==> src/rtl/spi_init_pkg.sv <==
// Shared types for the converter power-up sequencer.
// Assumes: a step index of STEP_AW bits covers the whole step list.
package spi_init_pkg;

    localparam int STEP_AW = 5;

    typedef enum logic [1:0] {OP_WR, OP_CHK, OP_DLY, OP_END} op_e;

    typedef enum logic [1:0] {S_IDLE, S_FETCH, S_XFER, S_WAIT} seq_e;

    typedef struct packed {
        op_e                op;    // kind of step
        logic [6:0]         addr;  // register address
        logic [7:0]         val;   // write value or expected pattern
        logic [7:0]         mask;  // compare mask for checks
        logic [STEP_AW-1:0] back;  // step to resume from on a miss
        logic [1:0]         code;  // failure code of the stage
        logic [1:0]         dsel;  // which wait length a delay uses
    } step_t;

endpackage

==> src/rtl/init_step_rom.sv <==
// Combinational step list for the power-up sequence.
// Assumes: idx beyond the last step reads as OP_END.
module init_step_rom
    import spi_init_pkg::*;
(
    input  logic [STEP_AW-1:0] idx,
    input  logic               master_sel,
    output step_t              st
);

    localparam logic [STEP_AW-1:0] MU_LOOP   = STEP_AW'(10);
    localparam logic [STEP_AW-1:0] SYNC_LOOP = STEP_AW'(14);
    localparam logic [STEP_AW-1:0] RX_LOOP   = STEP_AW'(19);

    function automatic step_t mk(input op_e o, input logic [6:0] a, input logic [7:0] v,
                                 input logic [7:0] m, input logic [STEP_AW-1:0] b,
                                 input logic [1:0] c, input logic [1:0] d);
        step_t s;
        s.op = o; s.addr = a; s.val = v; s.mask = m; s.back = b; s.code = c; s.dsel = d;
        return s;
    endfunction

    // Decode the step index into a step record.
    always_comb begin
        case (idx)
            5'd0:  st = mk(OP_WR,  7'h00, 8'h00, 8'hFF, '0, 2'd0, 2'd0);
            5'd1:  st = mk(OP_WR,  7'h00, 8'h20, 8'hFF, '0, 2'd0, 2'd0);
            5'd2:  st = mk(OP_WR,  7'h00, 8'h00, 8'hFF, '0, 2'd0, 2'd0);
            5'd3:  st = mk(OP_WR,  7'h22, 8'h0F, 8'hFF, '0, 2'd0, 2'd0);
            5'd4:  st = mk(OP_WR,  7'h23, 8'h0F, 8'hFF, '0, 2'd0, 2'd0);
            5'd5:  st = mk(OP_WR,  7'h24, 8'h30, 8'hFF, '0, 2'd0, 2'd0);
            5'd6:  st = mk(OP_WR,  7'h25, 8'h80, 8'hFF, '0, 2'd0, 2'd0);
            5'd7:  st = mk(OP_WR,  7'h27, 8'h44, 8'hFF, '0, 2'd0, 2'd0);
            5'd8:  st = mk(OP_WR,  7'h28, 8'h6C, 8'hFF, '0, 2'd0, 2'd0);
            5'd9:  st = mk(OP_WR,  7'h29, 8'hCB, 8'hFF, '0, 2'd0, 2'd0);
            5'd10: st = mk(OP_WR,  7'h26, 8'h02, 8'hFF, '0, 2'd0, 2'd0);
            5'd11: st = mk(OP_WR,  7'h26, 8'h03, 8'hFF, '0, 2'd0, 2'd0);
            5'd12: st = mk(OP_DLY, 7'h00, 8'h00, 8'hFF, '0, 2'd0, 2'd0);
            5'd13: st = mk(OP_CHK, 7'h2A, 8'h01, 8'hFF, MU_LOOP, 2'd1, 2'd0);
            5'd14: st = mk(OP_WR,  7'h10, 8'h00, 8'hFF, '0, 2'd0, 2'd0);
            5'd15: st = mk(OP_WR,  7'h10, master_sel ? 8'h60 : 8'h40, 8'hFF, '0, 2'd0, 2'd0);
            5'd16: st = mk(OP_WR,  7'h10, master_sel ? 8'h70 : 8'h50, 8'hFF, '0, 2'd0, 2'd0);
            5'd17: st = mk(OP_DLY, 7'h00, 8'h00, 8'hFF, '0, 2'd0, 2'd1);
            5'd18: st = mk(OP_CHK, 7'h0D, 8'h20, 8'h30, SYNC_LOOP, 2'd2, 2'd0);
            5'd19: st = mk(OP_WR,  7'h21, 8'h00, 8'hFF, '0, 2'd0, 2'd0);
            5'd20: st = mk(OP_WR,  7'h21, 8'h02, 8'hFF, '0, 2'd0, 2'd0);
            5'd21: st = mk(OP_WR,  7'h21, 8'h03, 8'hFF, '0, 2'd0, 2'd0);
            5'd22: st = mk(OP_DLY, 7'h00, 8'h00, 8'hFF, '0, 2'd0, 2'd2);
            5'd23: st = mk(OP_CHK, 7'h21, 8'h09, 8'hFF, RX_LOOP, 2'd3, 2'd0);
            default: st = mk(OP_END, 7'h00, 8'h00, 8'hFF, '0, 2'd0, 2'd0);
        endcase
    end

endmodule

==> src/rtl/spi_byte_pair.sv <==
// SPI master for one 16-bit frame: instruction byte then data byte.
// Mode 0: SCLK idles low, MOSI moves on the falling edge, MISO is taken
// on the rising edge. Assumes: go is only honoured while idle.
module spi_byte_pair #(
    parameter int CLK_DIV = 4
) (
    input  logic       clk,
    input  logic       rst_n,
    input  logic       go,
    input  logic       rd,
    input  logic [6:0] addr,
    input  logic [7:0] wdata,
    input  logic       miso,
    output logic       sclk,
    output logic       cs_n,
    output logic       mosi,
    output logic       xfer_done,
    output logic [7:0] rdata
);

    localparam int DW    = (CLK_DIV > 1) ? $clog2(CLK_DIV) : 1;
    localparam int FRAME = 16;

    logic [DW-1:0]        div_q;
    logic [FRAME-1:0]     tx_q;
    logic [3:0]           bit_q;
    logic                 act_q;

    // Shift one frame out and collect the returned bits.
    always_ff @(posedge clk) begin
        if (!rst_n) begin
            div_q <= '0; tx_q <= '0; bit_q <= '0; act_q <= 1'b0;
            sclk <= 1'b0; cs_n <= 1'b1; xfer_done <= 1'b0; rdata <= '0;
        end else begin
            xfer_done <= 1'b0;
            if (!act_q) begin
                if (go) begin
                    act_q <= 1'b1;
                    cs_n  <= 1'b0;
                    tx_q  <= {rd, addr, wdata};
                    div_q <= '0;
                    bit_q <= '0;
                    sclk  <= 1'b0;
                end
            end else if (div_q == DW'(CLK_DIV - 1)) begin
                div_q <= '0;
                if (!sclk) begin
                    sclk  <= 1'b1;
                    rdata <= {rdata[6:0], miso};
                end else begin
                    sclk <= 1'b0;
                    if (bit_q == 4'(FRAME - 1)) begin
                        act_q     <= 1'b0;
                        cs_n      <= 1'b1;
                        xfer_done <= 1'b1;
                    end else begin
                        bit_q <= bit_q + 4'd1;
                        tx_q  <= {tx_q[FRAME-2:0], 1'b0};
                    end
                end
            end else begin
                div_q <= div_q + DW'(1);
            end
        end
    end

    assign mosi = act_q & tx_q[FRAME-1];

endmodule

==> src/rtl/spi_init_seq.sv <==
// Power-up sequencer: walks the step list, issues SPI frames, waits,
// checks lock readbacks and retries a stage a bounded number of times.
// Assumes: start is a one-clock pulse; master_sel is steady while busy.
module spi_init_seq
    import spi_init_pkg::*;
#(
    parameter int CLK_DIV   = 4,
    parameter int WAIT_MU   = 160000,
    parameter int WAIT_SYNC = 160000,
    parameter int WAIT_RX   = 135000,
    parameter int MAX_TRIES = 3
) (
    input  logic       clk,
    input  logic       rst_n,
    input  logic       start,
    input  logic       master_sel,
    input  logic       spi_miso,
    output logic       spi_sclk,
    output logic       spi_cs_n,
    output logic       spi_mosi,
    output logic       busy,
    output logic       done,
    output logic [1:0] fail_code
);

    localparam int WMAX_A = (WAIT_MU > WAIT_SYNC) ? WAIT_MU : WAIT_SYNC;
    localparam int WMAX   = (WMAX_A > WAIT_RX) ? WMAX_A : WAIT_RX;
    localparam int WW     = $clog2(WMAX + 1);
    localparam int TW     = $clog2(MAX_TRIES + 1);

    seq_e               st_q;
    logic [STEP_AW-1:0] pc_q;
    logic [TW-1:0]      tries_q;
    logic [WW-1:0]      wcnt_q;
    logic               done_q;
    logic [1:0]         fail_q;
    step_t              cur;
    logic               x_go, x_done;
    logic [7:0]         x_rdata;
    logic [WW-1:0]      dly_len;

    init_step_rom u_rom (
        .idx        (pc_q),
        .master_sel (master_sel),
        .st         (cur)
    );

    spi_byte_pair #(.CLK_DIV(CLK_DIV)) u_spi (
        .clk       (clk),
        .rst_n     (rst_n),
        .go        (x_go),
        .rd        (cur.op == OP_CHK),
        .addr      (cur.addr),
        .wdata     ((cur.op == OP_WR) ? cur.val : 8'h00),
        .miso      (spi_miso),
        .sclk      (spi_sclk),
        .cs_n      (spi_cs_n),
        .mosi      (spi_mosi),
        .xfer_done (x_done),
        .rdata     (x_rdata)
    );

    // Launch a frame when a write or check step is fetched.
    assign x_go = (st_q == S_FETCH) && ((cur.op == OP_WR) || (cur.op == OP_CHK));

    // Pick the wait length for the current delay step.
    always_comb begin
        case (cur.dsel)
            2'd0:    dly_len = WW'(WAIT_MU - 1);
            2'd1:    dly_len = WW'(WAIT_SYNC - 1);
            default: dly_len = WW'(WAIT_RX - 1);
        endcase
    end

    // Step through the list, handle checks, retries and the outcome.
    always_ff @(posedge clk) begin
        if (!rst_n) begin
            st_q <= S_IDLE; pc_q <= '0; tries_q <= '0; wcnt_q <= '0;
            done_q <= 1'b0; fail_q <= 2'd0;
        end else begin
            case (st_q)
                S_IDLE: if (start) begin
                    pc_q <= '0; tries_q <= '0; done_q <= 1'b0; fail_q <= 2'd0;
                    st_q <= S_FETCH;
                end
                S_FETCH: case (cur.op)
                    OP_WR, OP_CHK: st_q <= S_XFER;
                    OP_DLY: begin wcnt_q <= dly_len; st_q <= S_WAIT; end
                    default: begin done_q <= 1'b1; st_q <= S_IDLE; end
                endcase
                S_XFER: if (x_done) begin
                    if ((cur.op == OP_CHK) && ((x_rdata & cur.mask) != cur.val)) begin
                        if (tries_q == TW'(MAX_TRIES - 1)) begin
                            fail_q <= cur.code;
                            st_q   <= S_IDLE;
                        end else begin
                            tries_q <= tries_q + TW'(1);
                            pc_q    <= cur.back;
                            st_q    <= S_FETCH;
                        end
                    end else begin
                        if (cur.op == OP_CHK) tries_q <= '0;
                        pc_q <= pc_q + STEP_AW'(1);
                        st_q <= S_FETCH;
                    end
                end
                S_WAIT: if (wcnt_q == '0) begin
                    pc_q <= pc_q + STEP_AW'(1);
                    st_q <= S_FETCH;
                end else begin
                    wcnt_q <= wcnt_q - WW'(1);
                end
                default: st_q <= S_IDLE;
            endcase
        end
    end

    assign busy      = (st_q != S_IDLE);
    assign done      = done_q;
    assign fail_code = fail_q;

endmodule

==> config.mk <==
export PLATFORM = sky130hd
export DESIGN_NAME = spi_init_seq
export DESIGN_NICKNAME = d
export VERILOG_FILES = /design/src/rtl/spi_init_pkg.sv /design/src/rtl/init_step_rom.sv /design/src/rtl/spi_byte_pair.sv /design/src/rtl/spi_init_seq.sv
export SDC_FILE = /design/constraint.sdc
export NUM_CORES = 1
export LEC_CHECK = 0
export BUFFER_PORTS_ARGS = -buffer_cell sky130_fd_sc_hd__buf_4
export CORE_UTILIZATION = 41
export DETAILED_ROUTE_END_ITERATION = 7
export PLACE_DENSITY_LB_ADDON = 0.08
export SLEW_MARGIN = 25
export SYNTH_ARGS = -nofsm -noshare
export SYNTH_HDL_FRONTEND = slang
export SYNTH_SLANG_ARGS = --single-unit
==> constraint.sdc <==
create_clock -name clk -period 3.3 [get_ports clk]
set_clock_uncertainty 0.2 [all_clocks]
set_input_delay 0.165 -clock clk [delete_from_list [all_inputs] [get_ports clk]]
set_output_delay 0.165 -clock clk [all_outputs]
set_load 0.02 [all_outputs]
Word level (Yosys, flattened, before mapping) --
Index checks and enable logic that the tools add are counted. W data, S select, Z words.
Word-level totals: memories 0, logic and storage cells 159, bits in latches 0, register bits after elaboration 64, output and inout port bits 7, ROM bits 0, RAM bits 0
Cells by class: reductions and logical operators 29, div/mod/pow operators 0, order comparisons 0, bitwise gates (word level) 3, multiplexer cells 61, add/sub/neg operators 5, shift-type cells 0, equality and inequality tests 47, multiply operators 0
Operators with widths (count):
- $pmux W34 S23 | 1
- $mux W16 | 5
- $eq A5 B4 Y1 const B | 8
- $eq A5 B5 Y1 const B | 8
- $mux W18 | 2
- $pmux W18 S2 | 1
- $mux W2 | 15
- $mux W5 | 5
- $eq A5 B3 Y1 const B | 4
- $mux W4 | 5
- $logic_not A18 Y1 | 1
- $ne A2 B2 Y1 const B | 9
- $sub A18 B1 Y18 const B | 1
- $mux W1 | 17
- $mux W15 | 1
- $pmux W5 S3 | 1
- $reduce_and A5 Y1 | 3
- $mux W6 | 2
- $pmux W2 S2 | 3
- $reduce_and A3 Y1 | 4
- $reduce_and A4 Y1 | 3
- $eq A2 B2 Y1 const B | 5
- $eq A5 B2 Y1 const B | 2
- $reduce_bool A2 Y1 | 5
- other kinds (24) | 34

Longest topological paths before layout --
depth after elaboration 9, mapped depth 14

Cells and area by module --
Synthesis repeated with hierarchy kept, for this count alone.
Unflattened totals: cell total of the unflattened synthesis 556, area total of the unflattened synthesis 4375.4 um^2
By module, submodules not included:
- spi_init_seq | cells each 276, area an instance 2025.7 um^2, instances 1, seq. area each 600.6 um^2
- spi_byte_pair | cells each 171, area an instance 1636.6 um^2, instances 1, seq. area each 680.7 um^2
- init_step_rom | cells each 109, area an instance 713.2 um^2, instances 1, seq. area each 0.0 um^2

Worst setup path after synthesis --
Ideal clock, no wire load.
path kind register to register, start point register pc_q[0], end point register pc_q[0], clock period less this slack 3326 ps, path buffers 1, stages on the path, launching flop included 14, data arrival time 2999 ps, setup slack -26 ps, setup time 126 ps, cell sequence dfxtp_1 ha_1 clkbuf_1 and3_1 ha_1 inv_1 o21ai_2 a21oi_1 and3b_1 o41ai_4 o31ai_4 a311oi_4 a21boi_1 o32ai_2
On the way: word-level cells in the longest chain between the ends 9
Ends and longest elaborated chain:
- from (decl) | line spi_init_seq.sv:32 | logic [STEP_AW-1:0] pc_q;
- from (signal assigned) | line spi_init_seq.sv:98 | pc_q <= cur.back;
- from (signal assigned) | line spi_init_seq.sv:103 | pc_q <= pc_q + STEP_AW'(1);
- from (signal assigned) | line spi_init_seq.sv:108 | pc_q <= pc_q + STEP_AW'(1);
- $eq A5 B2 Y1 or $logic_not A5 Y1 (tied branches) | line init_step_rom.sv:25 | case (idx)
- $reduce_or A2 Y1 (no source line)
- $pmux W34 S23 | line init_step_rom.sv:25
- $and A8 B8 Y8 | line spi_init_seq.sv:92 | if ((cur.op == OP_CHK) && ((x_rdata & cur.mask) != cur.val)) begin
- $ne A8 B8 Y1 | line spi_init_seq.sv:92
- $logic_and A1 B1 Y1 | line spi_init_seq.sv:92
- $mux W5 | line spi_init_seq.sv:92
- $mux W5 | line spi_init_seq.sv:91 | S_XFER: if (x_done) begin
- $pmux W5 S3 | line spi_init_seq.sv:81 | case (st_q)
Several ways; a longest one is shown, not always the timed one. The select of a mux whose other input is x is not followed. A chain may end at the register's enable or synchronous reset.

Final worst setup path --
start point register pc_q[1], end point register pc_q[0]
On the way: word-level cells in the longest chain between the ends 9
Ends and longest elaborated chain (line):
- $eq A5 B2 Y1 or $logic_not A5 Y1 (tied branches) | init_step_rom.sv:25
- $reduce_or A2 Y1 (no source line)
- $pmux W34 S23 * | init_step_rom.sv:25
- $and A8 B8 Y8 | spi_init_seq.sv:92
- $ne A8 B8 Y1 | spi_init_seq.sv:92
- $logic_and A1 B1 Y1 | spi_init_seq.sv:92
- $mux W5 | spi_init_seq.sv:92
- $mux W5 | spi_init_seq.sv:91
- $pmux W5 S3 | spi_init_seq.sv:81
Mark *: on every way between the ends. The rest lies on a longest branch, timed or not. The select of a mux whose other input is x is not followed.

==> impl_summary.txt <==
----------------------------------------------------
[Yosys]
  Share of synthesized registers carrying an async set or reset ... 0%
  Area share of the largest cell type after synthesis ... 31.0%
  Mean instance size in the synthesized netlist ... just under 8 µm²
  Library cell with the largest summed area after synthesis ... sky130_fd_sc_hd__dfxtp_1
  Proportion of synthesized chip area in sequential cells ... 31.0%
  Leading cell types by total area after synthesis ... sky130_fd_sc_hd__dfxtp_1, sky130_fd_sc_hd__nand2_1, sky130_fd_sc_hd__a21oi_1
  Commonest register cell after synthesis ... sky130_fd_sc_hd__dfxtp_1
  Register bit count reported by yosys ... 64
  Post-Syn Nets ... 544
  Synthesized cell area ... just over 4000 µm²
  Count of warnings emitted by yosys ... 0
  Count of mapped cells out of synthesis ... 526
  Number of unique standard cell types used by synthesis ... between 70 and 80
  Number of enable flip-flop cells after synthesis ... 0

[Min path]
  Worst hold-check path type ... reg2reg
  Hold Path Stages ... 2
  Startpoint of the tightest hold check path ... u_spi.tx_q[8]

[Power]
  Switching part of the total ... 38.4%
  Internal portion of total power ... 0.00172 W
  VDD IR-drop max ... 262 µV
  Combinational share of power ... 42.2%
  Relative contribution of sequential cells to total power ... 32.5%
  Static Leak ... around 1.8 nW
  Switching power total ... around 0.0011 W
  Cell area power density ... 571 nW/µm²
  Relative contribution of the clock network to total power ... 25.3%

[Place]
  Final HPWL DP ... 7.86 mm
  Final estimated routing congestion in global placement ... a little over 0.9
  Port Buf Inserts ... 11
  Cell count after placement ... about 670
  Pre-CTS WS ... roughly 0.016 ns

[Cells and area]
  Area Overhead vs Synth ... 18.0%
  Proportion of layout cells with a drive suffix above 1 ... between 10% and 20%
  Non-Filler Instances ... 692
  Core occupancy in the finished layout ... 49.9%
  Final nets ... 572
  Number of diodes ... 0

[Die]
  I/O pin count ... 12
  Die width ... about 100 µm
  Starting density of the core ... between 40% and 50%
  Core Box Area ... 9770 µm²
  Die Span Y ... roughly 100 µm
  Number of rows created at floorplan ... 36
  Total die area ... 10500 µm²

[Global routing]
  Initial antenna violation count ... 0
  Overall overflow remaining after global route ... 0
  Global-route wire length before repair ... 18.1 mm
  Number of global-route vias before repair ... around 3600
  Pin count of the biggest net entering global routing ... 36
  Overall Global Routing Usage ... 22.5%

[Worst setup path]
  Maximum fanout count along the critical path ... 11
  Sort of element at the end of the critical path ... flip-flop
  Crit path max-delay cell type ... sky130_fd_sc_hd__o41ai_4
  Depth of the worst register-to-register path ... 12
  Data required time of the worst path ... 3.37 ns
  Crit-path cells ... inv_1, ha_1, buf_12, nor4bb_2, a31oi_2, a21o_1, o2111ai_2, o41ai_4, o31ai_4, a311oi_4, nand2_2, o32ai_2
  Critical Path Source Type ... flip-flop
  Reg2reg start ... pc_q[1]
  WS Path Type ... reg2reg
  Max incr delay on CP ... 0.43 ns
  Critical path origin ... pc_q[1]
  Arrival time of data at the critical path endpoint ... 3.24 ns

[Clocking]
  Post-CTS clock slew at the launch and capture registers of the worst setup and hold paths ... roughly 0.08 ns
  Number of buffers added by the clock tree synthesis step ... 9
  Max Buffers Root-to-Sink ... 2
  Clk_lat worst skew ... 0.35 ns
  H-tree levels ... 3
  TritonCTS clock tree ... yes
  Num Clock Sinks ... 64
  Root buffer cell ... sky130_fd_sc_hd__clkbuf_8

[Routing]
  Per-cell via count in the routed design ... between 5 and 6
  DRT met1 WL ... 5.30 mm
  Iter 0 DRT Violations ... about 200
  Count of unresolved DRC violations after routing ... 0
  Highest layer used for signal routing ... met4
  WL met2 ... 5.20 mm
  Wire length per cell ... 16.0 µm
  Wire length on met3 ... ~410 µm
  Antenna Nets Post-Route ... 0
  Wire length after detailed routing ... 11.1 mm
  Overall via count from detail_route ... 3926
  First-pass DRT Iterations ... 4

[Timing]
  Final-report setup violation count ... 0
  Peak clock frequency supported by timing ... 315 MHz
  Clock period minus worst slack ... 3.17 ns
  Tightest hold margin ... 0.253 ns
  Worst setup slack after layout ... 0.130 ns
  Transition time of the tightest slew-check pin ... ~0.7 ns
  Period Utilization, post-route ... 96.1%
  Worst slew margin relative to its limit ... 53.0%
  Pins over their slew limit ... 0
  Number of failing hold endpoints at the final stage ... 0

[Job]
  Number of violations of the max-capacitance limit ... 0

[Status]
  Result of the run ... finished, final reports clean

----------------------------------------------------
per-layer routing:
metal / GRT usage (%) / up-vias
met3: 4.45 / 14
met4: 6.48 / 0
met5: 0 / -
met1: 30.8 / 1864
li1: - / 1964
met2: 35.6 / 84
cells in the final DEF, fill, tap and decap left out, types with 3 or more instances in the layout:
cell type,count
sky130_fd_sc_hd__mux2i_1,7
sky130_fd_sc_hd__buf_4,42
sky130_fd_sc_hd__buf_12,4
sky130_fd_sc_hd__and3_1,7
sky130_fd_sc_hd__a21o_1,5
sky130_fd_sc_hd__inv_1,17
sky130_fd_sc_hd__nand2_1,67
sky130_fd_sc_hd__nor4_1,3
sky130_fd_sc_hd__dlygate4sd3_1,3
sky130_fd_sc_hd__nor2_1,42
sky130_fd_sc_hd__clkbuf_8,10
sky130_fd_sc_hd__o211ai_1,3
sky130_fd_sc_hd__ha_1,12
sky130_fd_sc_hd__nor2b_1,7
sky130_fd_sc_hd__dfxtp_1,62
sky130_fd_sc_hd__or3_1,3
sky130_fd_sc_hd__a2bb2oi_1,3
sky130_fd_sc_hd__xor2_1,8
sky130_fd_sc_hd__o21ai_1,5
sky130_fd_sc_hd__a21oi_1,44
sky130_fd_sc_hd__nand4_1,3
sky130_fd_sc_hd__nand3b_1,5
sky130_fd_sc_hd__a211oi_1,9
sky130_fd_sc_hd__o31ai_1,4
sky130_fd_sc_hd__a22oi_1,6
sky130_fd_sc_hd__nand3_1,12
sky130_fd_sc_hd__o22ai_1,4
sky130_fd_sc_hd__and2_1,5
sky130_fd_sc_hd__nor3_1,20
sky130_fd_sc_hd__xnor2_1,7
sky130_fd_sc_hd__o311ai_0,4
sky130_fd_sc_hd__nand2b_1,15
sky130_fd_sc_hd__or2_2,3
sky130_fd_sc_hd__o21ai_0,31
sky130_fd_sc_hd__a21oi_2,3
flip-flops by register name (all words and copies together), names as in the netlist:
name             cells
wcnt_q              18
u_spi.tx_q          16
u_spi.rdata          8
pc_q                 5
u_spi.bit_q          4
fail_code            2
st_q                 2
tries_q              2
u_spi.div_q          2
done                 1
u_spi.act_q          1
u_spi.cs_n           1
u_spi.sclk           1
u_spi.xfer_done      1
worst max-delay path: cells and delay by family, from the launching register on:
| family | cells | cell delay (ns) |
|---|---|---|
| AOI/OAI and AO/OA | 7 | 1.75 |
| buffers and inverters | 2 | 0.23 |
| and+or+nand+nor | 2 | 0.29 |
| adders and majority gates | 1 | 0.23 |
| DFF | 1 | 0.36 |
layout make-up:
type                            instances  area, µm²
Fill cell                             982       4890
Timing Repair Buffer                   51        448
Inverter                               20       75.1
Tap cell                              133        166
Clock buffer                           10        138
Clock inverter                          6       67.6
Multi-Input combinational cell        408       2700
Sequential cell                        64       1280
path summary, 6_finish.rpt:
| check | end | slack, ns |
|---|---|---|
| setup / recovery | pc_q[0] | 0.13 |
| setup reg to reg | pc_q[0] | 0.13 |
| hold / removal | u_spi.tx_q[8] | 0.25 |
| hold reg to reg | u_spi.tx_q[8] | 0.25 |
logic make-up (layout without fill, tap and decap cells):
family / Yosys count / in the layout / synth area share, %
xor+xnor: 16 / 16 / 3.39
compound gates: 162 / 162 / 28.2
buf+inv: 54 / 87 / 6.17
fa+ha+maj: 13 / 13 / 3.93
mux: 7 / 7 / 1.69
flops: 64 / 64 / 31.0
simple gates: 210 / 210 / 25.7
repair_timing:
item,4_1_cts,5_1_grt
resized for setup,2,22
hold buffers,3,0
buffers inserted,0,2
pin swaps,0,6
setup endpoints to repair,1,14
hold endpoints to repair,10,0
cell usage after synthesis (3+ instances only):
cell,n
sky130_fd_sc_hd__nand2b_1,15
sky130_fd_sc_hd__a2bb2oi_1,3
sky130_fd_sc_hd__a21oi_1,47
sky130_fd_sc_hd__nand4_1,3
sky130_fd_sc_hd__a21o_1,5
sky130_fd_sc_hd__nand3_1,13
sky130_fd_sc_hd__buf_2,3
sky130_fd_sc_hd__nor2b_1,7
sky130_fd_sc_hd__mux2i_1,7
sky130_fd_sc_hd__ha_1,13
sky130_fd_sc_hd__nor4_2,3
sky130_fd_sc_hd__o311ai_0,4
sky130_fd_sc_hd__xnor2_1,8
sky130_fd_sc_hd__buf_6,6
sky130_fd_sc_hd__nor3_1,20
sky130_fd_sc_hd__o31ai_1,5
sky130_fd_sc_hd__a211oi_1,9
sky130_fd_sc_hd__nand3b_1,5
sky130_fd_sc_hd__o21ai_1,5
sky130_fd_sc_hd__a221oi_2,3
sky130_fd_sc_hd__xor2_1,8
sky130_fd_sc_hd__o22ai_1,5
sky130_fd_sc_hd__a22oi_1,7
sky130_fd_sc_hd__inv_1,17
sky130_fd_sc_hd__o21ai_0,31
sky130_fd_sc_hd__dfxtp_1,64
sky130_fd_sc_hd__nor2_1,43
sky130_fd_sc_hd__nand2_1,67
sky130_fd_sc_hd__or3_1,3
sky130_fd_sc_hd__nor4_1,3
sky130_fd_sc_hd__o211ai_1,3
sky130_fd_sc_hd__and3_1,8
sky130_fd_sc_hd__clkbuf_1,24
sky130_fd_sc_hd__and2_1,6
sky130_fd_sc_hd__or2_2,3
through the flow:
stage          power [W]  area [µm²]  setup TNS (ns)
2_1_floorplan    0.00170        4140               0
3_3_place_gp     0.00201        4520               0
3_5_place_dp     0.00201        4520               0
4_1_cts          0.00275        4760               0
5_1_grt          0.00297        4880         -0.0332
6_report         0.00279        4880               0
power groups by stage:
stage	Clock, W	Combinational [W]	Sequential, W
global route	0.000763	0.00129	0.000916
CTS	0.000726	0.00112	0.000904
global placement	0	0.00109	0.000920
floorplan	0	0.000789	0.000907
detailed placement	0	0.00109	0.000922
finish	0.000705	0.00118	0.000905
Power figures use the tool's default switching activity.
